### src/rtl/vpb_pkg.sv
package vpb_pkg;
    localparam int VPB_CW = 12;

    typedef enum logic [1:0] {
        ST_IDLE = 2'd0,
        ST_CALC = 2'd1,
        ST_DONE = 2'd2
    } vpb_state_e;
endpackage

### src/rtl/vpb_align.sv
module vpb_align #(
    parameter int W = vpb_pkg::VPB_CW
) (
    input  logic [4*W-1:0] raw,      // {h, w, y, x}
    input  logic           half,
    output logic [4*W-1:0] luma,
    output logic [4*W-1:0] chroma,
    output logic           luma_ok,
    output logic           chroma_ok
);
    localparam int NF = 4;

    for (genvar f = 0; f < NF; f++) begin : g_field
        logic [W-1:0] even_v;
        assign even_v = {raw[f*W+1 +: W-1], 1'b0};
        assign luma[f*W +: W]   = even_v;
        assign chroma[f*W +: W] = half ? {1'b0, even_v[W-1:1]} : even_v;
    end

    assign luma_ok   = (luma[2*W +: W] != '0) && (luma[3*W +: W] != '0);
    assign chroma_ok = (chroma[2*W +: W] != '0) && (chroma[3*W +: W] != '0);
endmodule

### src/rtl/vpb_border.sv
module vpb_border #(
    parameter int W = vpb_pkg::VPB_CW
) (
    input  logic [W-1:0] act_w,
    input  logic [W-1:0] act_h,
    input  logic [W-1:0] out_x,
    input  logic [W-1:0] out_y,
    input  logic [W-1:0] out_w,
    input  logic [W-1:0] out_h,
    input  logic         widen,
    output logic [W-1:0] right,
    output logic [W-1:0] bottom,
    output logic         clamped
);
    localparam int S = W + 2;

    logic signed [S-1:0] r_raw, b_raw, pad;

    always_comb begin
        pad   = widen ? S'(2) : S'(0);
        r_raw = $signed({2'b00, act_w}) - $signed({2'b00, out_x})
              - $signed({2'b00, out_w}) + pad;
        b_raw = $signed({2'b00, act_h}) - $signed({2'b00, out_y})
              - $signed({2'b00, out_h}) + pad;
        right   = r_raw[S-1] ? '0 : r_raw[W-1:0];
        bottom  = b_raw[S-1] ? '0 : b_raw[W-1:0];
        clamped = r_raw[S-1] | b_raw[S-1];
    end
endmodule

### src/rtl/vpb_mark.sv
module vpb_mark #(
    parameter int W = vpb_pkg::VPB_CW
) (
    input  logic [W-1:0] act_w,
    input  logic [W-1:0] act_h,
    input  logic [W-1:0] left,
    input  logic [W-1:0] right,
    input  logic [W-1:0] top,
    input  logic [W-1:0] bottom,
    input  logic [W-1:0] sx,
    input  logic [W-1:0] sy,
    output logic         in_border
);
    localparam int S = W + 2;

    logic signed [S-1:0] x_lim, y_lim, xs, ys;

    always_comb begin
        x_lim = $signed({2'b00, act_w}) - $signed({2'b00, right});
        y_lim = $signed({2'b00, act_h}) - $signed({2'b00, bottom});
        xs    = $signed({2'b00, sx});
        ys    = $signed({2'b00, sy});
        in_border = (sx < left) || (xs >= x_lim) || (sy < top) || (ys >= y_lim);
    end
endmodule

### src/rtl/vp_border_calc.sv
module vp_border_calc #(
    parameter int W = vpb_pkg::VPB_CW
) (
    input  logic         clk,
    input  logic         rst_n,
    input  logic         load,
    input  logic         fmt_420,
    input  logic         dbg_confirm,
    input  logic [W-1:0] vp_x,
    input  logic [W-1:0] vp_y,
    input  logic [W-1:0] vp_w,
    input  logic [W-1:0] vp_h,
    input  logic [W-1:0] act_w,
    input  logic [W-1:0] act_h,
    input  logic [W-1:0] out_x,
    input  logic [W-1:0] out_y,
    input  logic [W-1:0] out_w,
    input  logic [W-1:0] out_h,
    input  logic [W-1:0] scan_x,
    input  logic [W-1:0] scan_y,
    output logic [W-1:0] luma_x,
    output logic [W-1:0] luma_y,
    output logic [W-1:0] luma_w,
    output logic [W-1:0] luma_h,
    output logic [W-1:0] chroma_x,
    output logic [W-1:0] chroma_y,
    output logic [W-1:0] chroma_w,
    output logic [W-1:0] chroma_h,
    output logic [W-1:0] edge_left,
    output logic [W-1:0] edge_right,
    output logic [W-1:0] edge_top,
    output logic [W-1:0] edge_bottom,
    output logic         clamp_flag,
    output logic         done
    ,
    output logic         border_pix
);
    import vpb_pkg::*;

    localparam int RW = 4 * W;

    vpb_state_e state_q, state_d;

    // captured settings
    logic [RW-1:0] vp_q;
    logic          fmt_q, dbg_q;
    logic [W-1:0]  aw_q, ah_q, ox_q, oy_q, ow_q, oh_q;

    // committed results
    logic [RW-1:0] luma_q, chroma_q;
    logic [W-1:0]  left_q, right_q, top_q, bottom_q;
    logic          clamp_q;

    // combinational results
    logic [RW-1:0] luma_c, chroma_c;
    logic          luma_ok, chroma_ok;
    logic [W-1:0]  right_c, bottom_c;
    logic          clamp_c;
    logic          capture, commit;

    // next-state logic
    always_comb begin
        state_d = state_q;
        unique case (state_q)
            ST_IDLE: if (load) state_d = ST_CALC;
            ST_CALC: state_d = ST_DONE;
            ST_DONE: state_d = ST_IDLE;
            default: state_d = ST_IDLE;
        endcase
    end

    // state register
    always_ff @(posedge clk or negedge rst_n) begin
        if (!rst_n) state_q <= ST_IDLE;
        else        state_q <= state_d;
    end

    // outputs decoded from the state
    always_comb begin
        capture = (state_q == ST_IDLE) && load;
        commit  = (state_q == ST_CALC);
        done    = (state_q == ST_DONE);
    end

    always_ff @(posedge clk or negedge rst_n) begin
        if (!rst_n) begin
            vp_q  <= '0;
            fmt_q <= 1'b0;
            dbg_q <= 1'b0;
            ox_q  <= '0;
            oy_q  <= '0;
            ow_q  <= '0;
            oh_q  <= '0;
        end else if (capture) begin
            vp_q  <= {vp_h, vp_w, vp_y, vp_x};
            fmt_q <= fmt_420;
            dbg_q <= dbg_confirm;
            ox_q  <= out_x;
            oy_q  <= out_y;
            ow_q  <= out_w;
            oh_q  <= out_h;
        end
    end

    // the active size used by the marker changes together with the borders
    logic [W-1:0] aw_c, ah_c;
    always_ff @(posedge clk or negedge rst_n) begin
        if (!rst_n) begin
            aw_c <= '0;
            ah_c <= '0;
        end else if (capture) begin
            aw_c <= act_w;
            ah_c <= act_h;
        end
    end

    vpb_align #(.W(W)) u_align (
        .raw       (vp_q),
        .half      (fmt_q),
        .luma      (luma_c),
        .chroma    (chroma_c),
        .luma_ok   (luma_ok),
        .chroma_ok (chroma_ok)
    );

    vpb_border #(.W(W)) u_border (
        .act_w   (aw_c),
        .act_h   (ah_c),
        .out_x   (ox_q),
        .out_y   (oy_q),
        .out_w   (ow_q),
        .out_h   (oh_q),
        .widen   (dbg_q),
        .right   (right_c),
        .bottom  (bottom_c),
        .clamped (clamp_c)
    );

    always_ff @(posedge clk or negedge rst_n) begin
        if (!rst_n) begin
            luma_q   <= '0;
            chroma_q <= '0;
            left_q   <= '0;
            right_q  <= '0;
            top_q    <= '0;
            bottom_q <= '0;
            clamp_q  <= 1'b0;
            aw_q     <= '0;
            ah_q     <= '0;
        end else if (commit) begin
            if (luma_ok)   luma_q   <= luma_c;
            if (chroma_ok) chroma_q <= chroma_c;
            left_q   <= ox_q;
            top_q    <= oy_q;
            right_q  <= right_c;
            bottom_q <= bottom_c;
            clamp_q  <= clamp_c;
            aw_q     <= aw_c;
            ah_q     <= ah_c;
        end
    end

    vpb_mark #(.W(W)) u_mark (
        .act_w     (aw_q),
        .act_h     (ah_q),
        .left      (left_q),
        .right     (right_q),
        .top       (top_q),
        .bottom    (bottom_q),
        .sx        (scan_x),
        .sy        (scan_y),
        .in_border (border_pix)
    );

    assign luma_x      = luma_q[0 +: W];
    assign luma_y      = luma_q[W +: W];
    assign luma_w      = luma_q[2*W +: W];
    assign luma_h      = luma_q[3*W +: W];
    assign chroma_x    = chroma_q[0 +: W];
    assign chroma_y    = chroma_q[W +: W];
    assign chroma_w    = chroma_q[2*W +: W];
    assign chroma_h    = chroma_q[3*W +: W];
    assign edge_left   = left_q;
    assign edge_right  = right_q;
    assign edge_top    = top_q;
    assign edge_bottom = bottom_q;
    assign clamp_flag  = clamp_q;
endmodule

### config.mk
export PLATFORM = sky130hd
export DESIGN_NAME = vp_border_calc
export DESIGN_NICKNAME = d
export VERILOG_FILES = /design/src/rtl/vpb_pkg.sv /design/src/rtl/vpb_align.sv /design/src/rtl/vpb_border.sv /design/src/rtl/vpb_mark.sv /design/src/rtl/vp_border_calc.sv
export SDC_FILE = /design/constraint.sdc
export NUM_CORES = 1
export LEC_CHECK = 0
export BUFFER_PORTS_ARGS = -buffer_cell sky130_fd_sc_hd__buf_2
export CELL_PAD_IN_SITES_DETAIL_PLACEMENT = 1
export CELL_PAD_IN_SITES_GLOBAL_PLACEMENT = 1
export CORE_UTILIZATION = 30
export DETAILED_ROUTE_END_ITERATION = 12
export MAX_ROUTING_LAYER = met4
export PLACE_DENSITY_LB_ADDON = 0.05
export REMOVE_ABC_BUFFERS = 1
export SLEW_MARGIN = 25
export SYNTH_ARGS = -nofsm -noshare
export SYNTH_HDL_FRONTEND = slang
export SYNTH_SLANG_ARGS = --single-unit
### constraint.sdc
create_clock -name clk -period 5 [get_ports clk]
set_input_delay 0.5 -clock clk [delete_from_list [all_inputs] [get_ports clk]]
set_output_delay 0.5 -clock clk [all_outputs]
set_load 0.005 [all_outputs]
==> key figures <==
Routing
  • DR WL/cell: 18.32 um
  • Vias per inst: 4.727
  • Vias: 11,750
  • DRC: 0
  • Drt initial violations: 347
  • Remaining antenna violation count after routing: 0
  • Initial DRT Pass Iterations: 4
  • Total Wirelength: 45,530 um

GRT
  • Vias in the first global route: 12,890
  • Initial antenna violation count: 14
  • Gr usage total: 18.24%
  • Grt ovf: 0
  • First-pass GRT wire length: 72,500 um
  • Largest net degree at the start of global routing: 109

Worst setup path
  • CP cell instances: inv_1 > ha_1 > inv_1 > fa_1 > a21o_1 > a21oi_1 > o21a_1 > o31ai_1 > a21oi_1 > xor2_1 > ha_1 > a21o_1 > a22oi_1 > o2111ai_1 > a2111oi_0 > nand2_1 > buf_2
  • Worst setup EP type: output pin
  • Worst Setup SP: ah_q[0]
  • CP required: 4.50 ns
  • CP max stage delay: 0.41 ns
  • Worst R2R End: edge_bottom[7]
  • Reg2Reg Setup Slack: 0.67 ns
  • WP buf/inv: 3
  • Worst EP arrival: 4.34 ns
  • Crit-path max FO: 3
  • R2R depth: 18
  • Worst setup SP type: register
  • Crit-path leading delay family: compound AO/OA/AOI/OAI gates
  • FF-to-FF Start: ah_c[0]
  • CP Class: register to output pin
  • Crit-path slowest cell: fa_1

Power and ir drop
  • VDD IR-drop max: 0.2738 mV
  • LEAKAGE: 9.115 nW
  • Pwr Total: 0.01381 W
  • Pwr Density: 731.2 mW/mm^2

Yosys
  • Ys Warns: 0
  • Register area share after synthesis: 46.18%
  • Top post-synthesis cells by area: dfrtp_1, ha_1, mux2_2, nand2_1, o21ai_0
  • Post-synth EDFFs: 0
  • Distinct cells, synth: 67
  • Syn avg cell area: 10.39 sq um
  • Netlist Area Pre-Place: 0.01544 sq mm
  • Most instantiated cells after synthesis: dfrtp_1, nand2_1, o21ai_0
  • Post-synth top area share: 46.18%
  • Most numerous cell in the Yosys netlist: dfrtp_1
  • Post-synth top area cell: dfrtp_1
  • Top FF cell, synth: dfrtp_1
  • FF+latch count, synth: 285
  • Async S/R FF share, synth: 100.0%
  • Syn Inst Count: 1,486

Timing
  • Hold Vio Cnt, Final: 0
  • Worst-Margin Slew: 0.9499 ns
  • Final setup fails: 0
  • Max Clock Skew: 0.02194 ns
  • Final period util: 96.71%
  • Max Clock Freq: 206.8 MHz
  • WHS: 0.1347 ns
  • Fin. max-slew vios: 0
  • Slew headroom: 36.68%
  • Unrepaired setup endpoints after global routing: no
  • Minimum clock period: 4.835 ns

Hold path
  • Hold depth: 3
  • Hold_sp: out_y[9]
  • Worst hold path class: primary input to register
  • Hold endpoint: oy_q[9]

CTS
  • Clock transition at the registers of the reported paths: 0.06 ns
  • CTS buffer count: 38
  • CTS Root Cell: clkbuf_16
  • Clock sinks: 285
  • Clock Path Buffers: 3
  • CTS H-tree depth: 2
  • Postcts setup bufs: 0
  • CTS tree: yes
  • Clock Latency Late Sink: 0.57 ns

Layout
  • Area grow syn2layout: 22.30%
  • Fillers: 5,785
  • Share of layout cells above drive strength 1: 27.27%
  • NumNets Final: 2,071

Job
  • Max-cap viol count: 0

Placed design
  • Port buffer count: 287
  • DP HPWL: 33,910 um
  • GPL Wtd Cong: 0.7897

Die
  • # IOs: 296
  • Core area: 0.05048 sq mm
  • Die height: 228.9 um
  • Initial core utilization: 30.59%
  • Die ar.: 0.05239 sq mm
  • Width of the die: 228.9 um
  • Site Rows: 82

Outcome
  • Status: finished, final reports clean
==> worst max path at each step <==
stage	to	slack, ns	cells past startpoint
3_3_place_gp	clamp_flag	0.70	19
4_1_cts	border_pix	0.09	18
2_1_floorplan	ah_c[10]	-6.06	2
6_report	border_pix	0.16	17
3_5_place_dp	edge_right[8]	0.66	18
5_1_grt	border_pix	0.005	15
==> worst register-to-register path, stage by stage (launching register included) <==
cell and delay (ns):
dfrtp_1 0.38, inv_1 0.07, ha_1 0.19, inv_1 0.07, fa_1 0.40, a21o_1 0.17
a21o_1 0.20, a311o_1 0.39, a21o_1 0.25, a221oi_2 0.30, xnor2_1 0.15, ha_1 0.25
ha_1 0.34, nand2_1 0.08, nor3_1 0.05, a22o_1 0.27, o41ai_4 0.27, buf_4 0.25
o31ai_1 0.10
==> cells in the final DEF (no fill, tap or decap), drive strengths merged, types with 8 or more instances in the layout <==
master  count
o21a       13
mux2i      41
fa          8
mux2      115
o211ai      8
nor3       17
a21oi      46
nand2b     15
dfrtp     285
diode      16
xnor2      16
nand2     236
clkbuf     53
a22o       15
nor2b       9
a21o       21
nor2       42
xor2       31
o21ai     149
buf       302
o31ai      14
ha        140
inv       122
==> per-stage QoR <==
step                      area (sq um)  utilization, %  worst slack, ns  setup TNS (ns)  instances
after floorplan                  15200               -           -6.060         -904.38       1431
after global placement           17650           34.97           0.6954               0       2405
after detailed placement         17650           34.97           0.6561               0       2405
after CTS                        18830           37.31          0.08820               0       2469
after global routing             18880           37.41         0.004770               0       2483
final                            18890           37.42           0.1646               0       2485
==> power by group <==
part / total [W] / switching, W / internal, W
logic: 0.00746 / 0.00410 / 0.00336
clock network: 0.00259 / 0.00109 / 0.00150
registers: 0.00376 / 0.000605 / 0.00316
==> metal layers <==
| metal | vias to the layer above | share of wire (%) | track usage (%) |
|---|---|---|---|
| met1 | 5747 | 45 | 22.23 |
| met3 | 52 | 7.6 | 6.287 |
| met4 | 0 | 1.6 | 4.250 |
| li1 | 5737 | - | - |
| met5 | - | 0 | - |
| met2 | 211 | 46 | 28.94 |
==> what timing repair did <==
| item | in CTS | in global routing |
|---|---|---|
| gates resized for setup | 0 | 4 |
| hold endpoints to repair | 6 | 0 |
| setup endpoints to repair | 0 | 1 |
| hold buffers | 1 | 0 |
==> cell families after synthesis <==
family	Yosys count	share of synthesized area (%)
other	1	0.02428
AOI/OAI and AO/OA	319	13.36
buffers and inverters	178	4.586
muxes	156	11.04
xor gates and xnor gates	47	2.665
and+or+nand+nor	352	9.763
DFF	285	46.18
adders and majority gates	148	12.38
==> sequential cells by signal, indices dropped and copies added (netlist names) <==
signal	cells
ah_c	12
ah_q	12
aw_c	12
aw_q	12
chroma_q	48
clamp_flag	1
dbg_q	1
edge_bottom	12
edge_left	12
edge_right	12
edge_top	12
fmt_q	1
luma_q	44
oh_q	12
ow_q	12
ox_q	12
oy_q	12
state_q	2
vp_q	44
==> area by class of cell <==
class | count | area (sq um) | share of cell area [%]
Inverter | 120 | 450.4 | 2.385
Sequential cell | 285 | 7133 | 37.77
Clock inverter | 10 | 102.6 | 0.5432
Timing Repair Buffer | 303 | 1607 | 8.506
Clock buffer | 53 | 1067 | 5.651
Tap cell | 672 | 840.8 | 4.452
Multi-Input combinational cell | 1026 | 7646 | 40.48
Antenna cell | 16 | 40.04 | 0.2120
No activity file was read; power rests on OpenSTA's default activity.
